<file path="src/rtl/daf_pkg.sv">
package daf_pkg;
  localparam int DA_BYTES   = 6;
  localparam int DA_W       = 8 * DA_BYTES;
  localparam int MC_BIT     = DA_W - 8;   // bit 0 of the first byte
  localparam int OFS_MODE   = 'h00;
  localparam int OFS_EN     = 'h04;
  localparam int OFS_TAB    = 'h08;
  localparam int TAB_STRIDE = 8;
  localparam int LO_OFS     = 4;
  localparam int BIT_UC     = 0;
  localparam int BIT_MC     = 1;
  localparam int BIT_BC     = 2;
  localparam int BIT_CMP    = 4;

  typedef logic [DA_W-1:0] mac_t;

  typedef struct packed {
    logic cmp;
    logic bc;
    logic mc;
    logic uc;
  } mode_t;
endpackage

</file>
<file path="src/rtl/daf_regs.sv">
module daf_regs
  import daf_pkg::*;
#(
  parameter int NUM_ENT = 16,
  parameter int AW      = 8
) (
  input  logic                   clk,
  input  logic                   rst,
  input  logic                   wr_en,
  input  logic [AW-1:0]          wr_addr,
  input  logic [31:0]            wr_data,
  input  logic                   snap,
  output mode_t                  act_mode,
  output logic [NUM_ENT-1:0]     act_en,
  output mac_t [NUM_ENT-1:0]     act_tab
);
  localparam int LO_W = DA_W - 32;

  mode_t                          live_mode;
  logic [NUM_ENT-1:0]             live_en;
  logic [NUM_ENT-1:0][31:0]       live_hi;
  logic [NUM_ENT-1:0][LO_W-1:0]   live_lo;
  mac_t [NUM_ENT-1:0]             live_tab;

  always_ff @(posedge clk) begin
    if (rst) begin
      live_mode <= '0;
      live_en   <= '0;
      live_hi   <= '0;
      live_lo   <= '0;
    end else if (wr_en) begin
      if (wr_addr == AW'(OFS_MODE)) begin
        live_mode.uc  <= wr_data[BIT_UC];
        live_mode.mc  <= wr_data[BIT_MC];
        live_mode.bc  <= wr_data[BIT_BC];
        live_mode.cmp <= wr_data[BIT_CMP];
      end
      if (wr_addr == AW'(OFS_EN))
        live_en <= wr_data[NUM_ENT-1:0];
      for (int i = 0; i < NUM_ENT; i++) begin
        if (wr_addr == AW'(OFS_TAB + TAB_STRIDE * i))
          live_hi[i] <= wr_data;
        if (wr_addr == AW'(OFS_TAB + TAB_STRIDE * i + LO_OFS))
          live_lo[i] <= wr_data[31 -: LO_W];
      end
    end
  end

  genvar g;
  generate
    for (g = 0; g < NUM_ENT; g++) begin : g_join
      assign live_tab[g] = {live_hi[g], live_lo[g]};
    end
  endgenerate

  always_ff @(posedge clk) begin
    if (rst) begin
      act_mode <= '0;
      act_en   <= '0;
      act_tab  <= '0;
    end else if (snap) begin
      act_mode <= live_mode;
      act_en   <= live_en;
      act_tab  <= live_tab;
    end
  end
endmodule

</file>
<file path="src/rtl/daf_collect.sv">
module daf_collect
  import daf_pkg::*;
(
  input  logic       clk,
  input  logic       rst,
  input  logic       in_valid,
  input  logic       in_sof,
  input  logic [7:0] in_byte,
  output mac_t       da,
  output logic       done
);
  localparam int CW = $clog2(DA_BYTES + 1);

  logic [CW-1:0] cnt;

  always_ff @(posedge clk) begin
    if (rst) begin
      cnt  <= CW'(DA_BYTES);
      da   <= '0;
      done <= 1'b0;
    end else begin
      done <= 1'b0;
      if (in_valid) begin
        if (in_sof) begin
          da  <= {da[DA_W-9:0], in_byte};
          cnt <= CW'(1);
          if (DA_BYTES == 1) done <= 1'b1;
        end else if (cnt < CW'(DA_BYTES)) begin
          da  <= {da[DA_W-9:0], in_byte};
          cnt <= cnt + 1'b1;
          if (cnt == CW'(DA_BYTES - 1)) done <= 1'b1;
        end
      end
    end
  end
endmodule

</file>
<file path="src/rtl/daf_match.sv">
module daf_match
  import daf_pkg::*;
#(
  parameter int NUM_ENT = 16
) (
  input  mac_t                da,
  input  mode_t               mode,
  input  logic [NUM_ENT-1:0]  en,
  input  mac_t [NUM_ENT-1:0]  tab,
  output logic                accept
);
  logic [NUM_ENT-1:0] hit;
  logic is_bc, is_mc, is_uc;

  genvar g;
  generate
    for (g = 0; g < NUM_ENT; g++) begin : g_cmp
      assign hit[g] = en[g] && (tab[g] == da);
    end
  endgenerate

  always_comb begin
    is_bc  = &da;
    is_mc  = da[MC_BIT] & ~is_bc;
    is_uc  = ~da[MC_BIT];
    accept = (mode.uc & is_uc) | (mode.mc & is_mc) |
             (mode.bc & is_bc) | (mode.cmp & (|hit));
  end
endmodule

</file>
<file path="src/rtl/dest_addr_filter.sv">
module dest_addr_filter
  import daf_pkg::*;
#(
  parameter int NUM_ENT = 16,
  parameter int AW      = 8
) (
  input  logic          clk,
  input  logic          rst,
  input  logic          cfg_we,
  input  logic [AW-1:0] cfg_addr,
  input  logic [31:0]   cfg_wdata,
  input  logic          rx_valid,
  input  logic          rx_sof,
  input  logic [7:0]    rx_byte,
  output logic          dec_valid,
  output logic          dec_accept
);
  mode_t               act_mode;
  logic [NUM_ENT-1:0]  act_en;
  mac_t [NUM_ENT-1:0]  act_tab;
  mac_t                col_da;
  logic                col_done;
  logic                match_acc;
  logic                snap;

  assign snap = rx_valid & rx_sof;

  daf_regs #(.NUM_ENT(NUM_ENT), .AW(AW)) u_regs (
    .clk(clk), .rst(rst), .wr_en(cfg_we), .wr_addr(cfg_addr),
    .wr_data(cfg_wdata), .snap(snap),
    .act_mode(act_mode), .act_en(act_en), .act_tab(act_tab)
  );

  daf_collect u_collect (
    .clk(clk), .rst(rst), .in_valid(rx_valid), .in_sof(rx_sof),
    .in_byte(rx_byte), .da(col_da), .done(col_done)
  );

  daf_match #(.NUM_ENT(NUM_ENT)) u_match (
    .da(col_da), .mode(act_mode), .en(act_en), .tab(act_tab),
    .accept(match_acc)
  );

  always_ff @(posedge clk) begin
    if (rst) begin
      dec_valid  <= 1'b0;
      dec_accept <= 1'b0;
    end else begin
      dec_valid  <= col_done;
      dec_accept <= col_done & match_acc;
    end
  end
endmodule

</file>
<file path="config.mk">
export PLATFORM = sky130hd
export DESIGN_NAME = dest_addr_filter
export DESIGN_NICKNAME = d
export VERILOG_FILES = /design/src/rtl/daf_pkg.sv /design/src/rtl/daf_regs.sv /design/src/rtl/daf_collect.sv /design/src/rtl/daf_match.sv /design/src/rtl/dest_addr_filter.sv
export SDC_FILE = /design/constraint.sdc
export NUM_CORES = 2
export LEC_CHECK = 0
export BUFFER_PORTS_ARGS = -buffer_cell sky130_fd_sc_hd__buf_2
export CAP_MARGIN = 20
export CORE_ASPECT_RATIO = 0.9
export CORE_MARGIN = 4
export CORE_UTILIZATION = 60
export DETAILED_ROUTE_END_ITERATION = 10
export GPL_ROUTABILITY_DRIVEN = 0
export PLACE_DENSITY = 0.8
export SLEW_MARGIN = 0
export SYNTH_ARGS = -nofsm -noshare
export SYNTH_HDL_FRONTEND = slang
export SYNTH_SLANG_ARGS = --single-unit
</file>
<file path="constraint.sdc">
create_clock -name clk -period 4.04 [get_ports clk]
set_clock_uncertainty 0.05 [all_clocks]
set_input_delay 0.808 -clock clk [delete_from_list [all_inputs] [get_ports clk]]
set_output_delay 0.808 -clock clk [all_outputs]
set_load 0.05 [all_outputs]
</file>
==> results.tsv <==
stage	metric	value	unit
route	Total Wirelength	244000	um
yosys	Yosys cell types	49	
critical_path	CP endpoint	dec_accept$_SDFF_PP0_	
clock_tree	H-tree depth	4	
timing	worst hold margin	0.203	ns
global_routing	GRT overflow	0	
critical_path	r2r endpoint	dec_accept$_SDFF_PP0_	
floorplanning	Die Area	0.114	mm^2
route	DR WL/cell	25.1	um
yosys	syn avg cell area	7.75	um^2
critical_path	Worst EP arrival	4.31	ns
critical_path	max incr delay on CP	0.89	ns
critical_path	Crit Path Class	reg2reg	
global_routing	first-pass GRT wire length	354000	um
timing	Slew HR	-1.58	%
critical_path	CP Launch Type	flop	
final_layout	P&R area growth vs syn	10.3	%
floorplanning	Starting Density	60.5	%
critical_path	worst setup path start	u_collect.da[19]$_SDFFE_PP0P_	
clock_tree	Clock Path Buffers	3	
critical_path	R2R Path Start	u_collect.da[19]$_SDFFE_PP0P_	
final_layout	Final Net Count	8203	
clock_tree	CTS root buf	clkbuf_16	
status	failing checks	max-slew violations	
clock_tree	Clk pin slew, worst setup/hold paths	0.06	ns
critical_path	Worst Reg-to-Reg Cells	8	
timing	RSZ-0062 raised after global routing	false	
floorplanning	Die Y	320	um
floorplanning	die width	355	um
final_layout	fill count	8652	
placement	Post-DP HPWL	142000	um
floorplanning	core area	0.108	mm^2
clock_tree	number of hold buffers added after cts	0	
critical_path	CP endpoint kind	flop	
timing	worst slew pin tran	1.52	ns
timing	Slew Viols, Final	1	
power	Sw Pwr	7.87	mW
yosys	syn nets	8446	
status	status	finished, violations left	
final_layout	most common cell after layout, fill and taps aside	nand2_1	
final_layout	layout cell share with drive strength beyond 1	7.00	%
route	Pre-antenna DRT Iters	7	
clock_tree	total clock sinks	1630	
timing	Total Negative Setup Slacks	0	ns
power	sequential fraction of design power	49.9	%
timing	Finish-stage setup viols	0	
yosys	Mapped Cells	8391	
clock_tree	CTS tree	yes	
critical_path	worst-path cell chain	buf_4 -> xor2_1 -> nor4_1 -> nand4_1 -> nor4_1 -> a221oi_1 -> nand4_1 -> a31o_1	
route	DR iter-0 viols	10833	
route	DRC	0	
timing	Period Utilization, post-route	88.9	%
power	Pleak	25.1	nW
power	clock network fraction of design power	45.0	%
floorplanning	row count	114	
timing	post-layout minimum cycle time	3.59	ns
placement	I/O Buffers	54	
critical_path	CP required	4.76	ns
power	PD cells	452	mW/mm^2
critical_path	Worst Path Buf+Inv	1	
flow_run	number of max-cap violations	0	
route	DRT antenna net count	0	
power	Switching Share	24.2	%
yosys	Seq/Total Area, Yosys	50.2	%
critical_path	worst reg-to-reg setup slack	0.45	ns
power	Pint	24.6	mW
clock_tree	Post CTS Setup Buffer Count	0	
critical_path	Crit Path Max Fanout	12	
critical_path	cell family with most CP delay	simple AND/OR/NAND/NOR gates	
clock_tree	worst skew pair latency	0.82	ns
global_routing	total track usage	41.3	%
clock_tree	CTS buffer count	156	
power	VDD IR-drop max	0.000577	V
floorplanning	# IOs	55	
route	via count	61090	
critical_path	CP max stage cell	dfxtp_2	
final_layout	most frequent cells in the layout	nand2_1 (3254), a21oi_1 (1618), dfxtp_1 (1585)	
global_routing	vias in the first global route	55986	
yosys	FFs w/ async S/R, synth	0	%
yosys	synthesized area	0.0650	mm^2
power	combinational share of power	5.2	%
yosys	Yosys warning total	0	
yosys	Synth Flop Type	dfxtp_1	
global_routing	pin count of the biggest net entering global routing	170	
clock_tree	cts repair resizes	0	
worst_hold_path	Hold WC Path Type	in2reg	
route	Via density	6.29	
yosys	EDFF count, synth	0	
yosys	Seq cells post-synth	1630	
critical_path	Worst path depth	8	
timing	fmax	0.279	GHz
global_routing	initial antenna violation count	12	
timing	final hold viol count	0	
-- worst min-delay path: stages --
cell and delay, ns:
buf_2 0.11, nand2_1 0.05, a21oi_1 0.05
-- logic make-up (layout without fill, tap and decap cells) --
kind of cell               Yosys count  after routing  share of synthesized area [%]
and+or+nand+nor                   3624           3624                           22.1
AOI/OAI and AO/OA                 1679           1679                           13.2
muxes                               16             16                          0.246
DFF                               1630           1630                           50.2
xor gates and xnor gates           718            718                           9.67
adders and majority gates            2              2                         0.0385
buffers and inverters              722            589                           4.63
other                                0             10                              0
-- worst min path at each step --
stage / start / endpoint / slack (ns) / depth (start not counted)
floorplan: u_regs.live_lo[254]$_SDFFE_PP0P_ / u_regs.act_tab[734]$_SDFFE_PP0P_ / 0.38 / 2
global route: rx_byte[3] / u_collect.da[3]$_SDFFE_PP0P_ / 0.20 / 3
detailed placement: u_regs.live_hi[197]$_SDFFE_PP0P_ / u_regs.act_tab[309]$_SDFFE_PP0P_ / 0.39 / 2
CTS: rx_byte[3] / u_collect.da[3]$_SDFFE_PP0P_ / 0.18 / 3
finish: rx_byte[0] / u_collect.da[0]$_SDFFE_PP0P_ / 0.20 / 3
global placement: u_regs.live_hi[228]$_SDFFE_PP0P_ / u_regs.act_tab[356]$_SDFFE_PP0P_ / 0.38 / 2
-- power by group through the flow --
stage	Clock, mW	Sequential, mW	Combinational (mW)
after floorplan	0	16.5	0.870
after global placement	0	16.5	1.55
after detailed placement	0	16.5	1.56
after CTS	14.5	16.2	1.56
after global routing	15.2	16.2	1.67
final	14.6	16.2	1.68
-- cells in the mapped netlist, types with 2 or more instances --
| cell type | number | share of area, % |
|---|---|---|
| nand2_1 | 3256 | 19 |
| dfxtp_1 | 1630 | 50 |
| a21oi_1 | 1618 | 12 |
| clkbuf_1 | 547 | 3.2 |
| xor2_1 | 360 | 4.8 |
| xnor2_1 | 358 | 4.8 |
| nand4_1 | 122 | 1.2 |
| nor4_1 | 118 | 1.1 |
| buf_2 | 60 | 0.46 |
| nor2_1 | 56 | 0.32 |
| buf_4 | 52 | 0.60 |
| inv_1 | 41 | 0.24 |
| nand3_1 | 25 | 0.19 |
| buf_1 | 18 | 0.10 |
| mux2i_1 | 16 | 0.25 |
| nor3_1 | 16 | 0.12 |
| o22ai_1 | 16 | 0.15 |
| o2bb2ai_1 | 12 | 0.16 |
| a221oi_1 | 6 | 0.081 |
| o21ai_0 | 6 | 0.046 |
| a22o_1 | 5 | 0.067 |
| nand3b_1 | 5 | 0.058 |
| and2_1 | 4 | 0.038 |
| and3_1 | 4 | 0.038 |
| buf_6 | 4 | 0.069 |
| a222oi_1 | 3 | 0.046 |
| and3b_1 | 3 | 0.040 |
| nand2b_1 | 3 | 0.029 |
| or4_1 | 3 | 0.035 |
| ha_1 | 2 | 0.038 |
| nor2b_1 | 2 | 0.019 |
| nor3b_1 | 2 | 0.023 |
| o2111ai_1 | 2 | 0.027 |
-- through the flow --
stage          area (um^2)  utilization (%)  total power, mW  instances  setup WS [ns]
2_1_floorplan        65000                -             17.3       8391           1.68
5_1_grt              71700             66.7             33.1       9708          0.538
3_5_place_dp         66600             62.0             18.1       9435          0.688
4_1_cts              71600             66.6             32.3       9703          0.660
6_report             71700             66.7             32.5       9718          0.450
3_3_place_gp         66600             62.0             18.1       9435          0.700
-- layout make-up --
cell class | count | area, um^2 | share of cell area, %
sequential | 1630 | 32700 | 45.6
antenna | 10 | 25.0 | 0.0349
multi-input combinational | 6039 | 29500 | 41.1
tap | 1450 | 1810 | 2.53
clock buffer | 231 | 4570 | 6.37
timing repair buffer | 280 | 2600 | 3.63
clock inverter | 37 | 429 | 0.598
inverter | 41 | 154 | 0.214
-- layer usage --
| metal | part of all wire (%) | up-vias | track usage, % |
|---|---|---|---|
| li1 | - | 26590 | - |
| met1 | 34 | 28320 | 51.9 |
| met2 | 40 | 4835 | 57.4 |
| met3 | 17 | 1333 | 15.4 |
| met4 | 9.2 | 12 | 31.4 |
| met5 | 0.057 | - | 0.417 |
-- state kept, by name (all words and copies together) (netlist names), 3 cells and up --
| register | count |
|---|---|
| u_regs.act_tab | 768 |
| u_regs.live_hi | 512 |
| u_regs.live_lo | 256 |
| u_collect.da | 48 |
| u_regs.act_en | 16 |
| u_regs.live_en | 16 |
| u_regs.act_mode | 4 |
| u_regs.live_mode | 4 |
| u_collect.cnt | 3 |
Power figures use the tool's default switching activity.
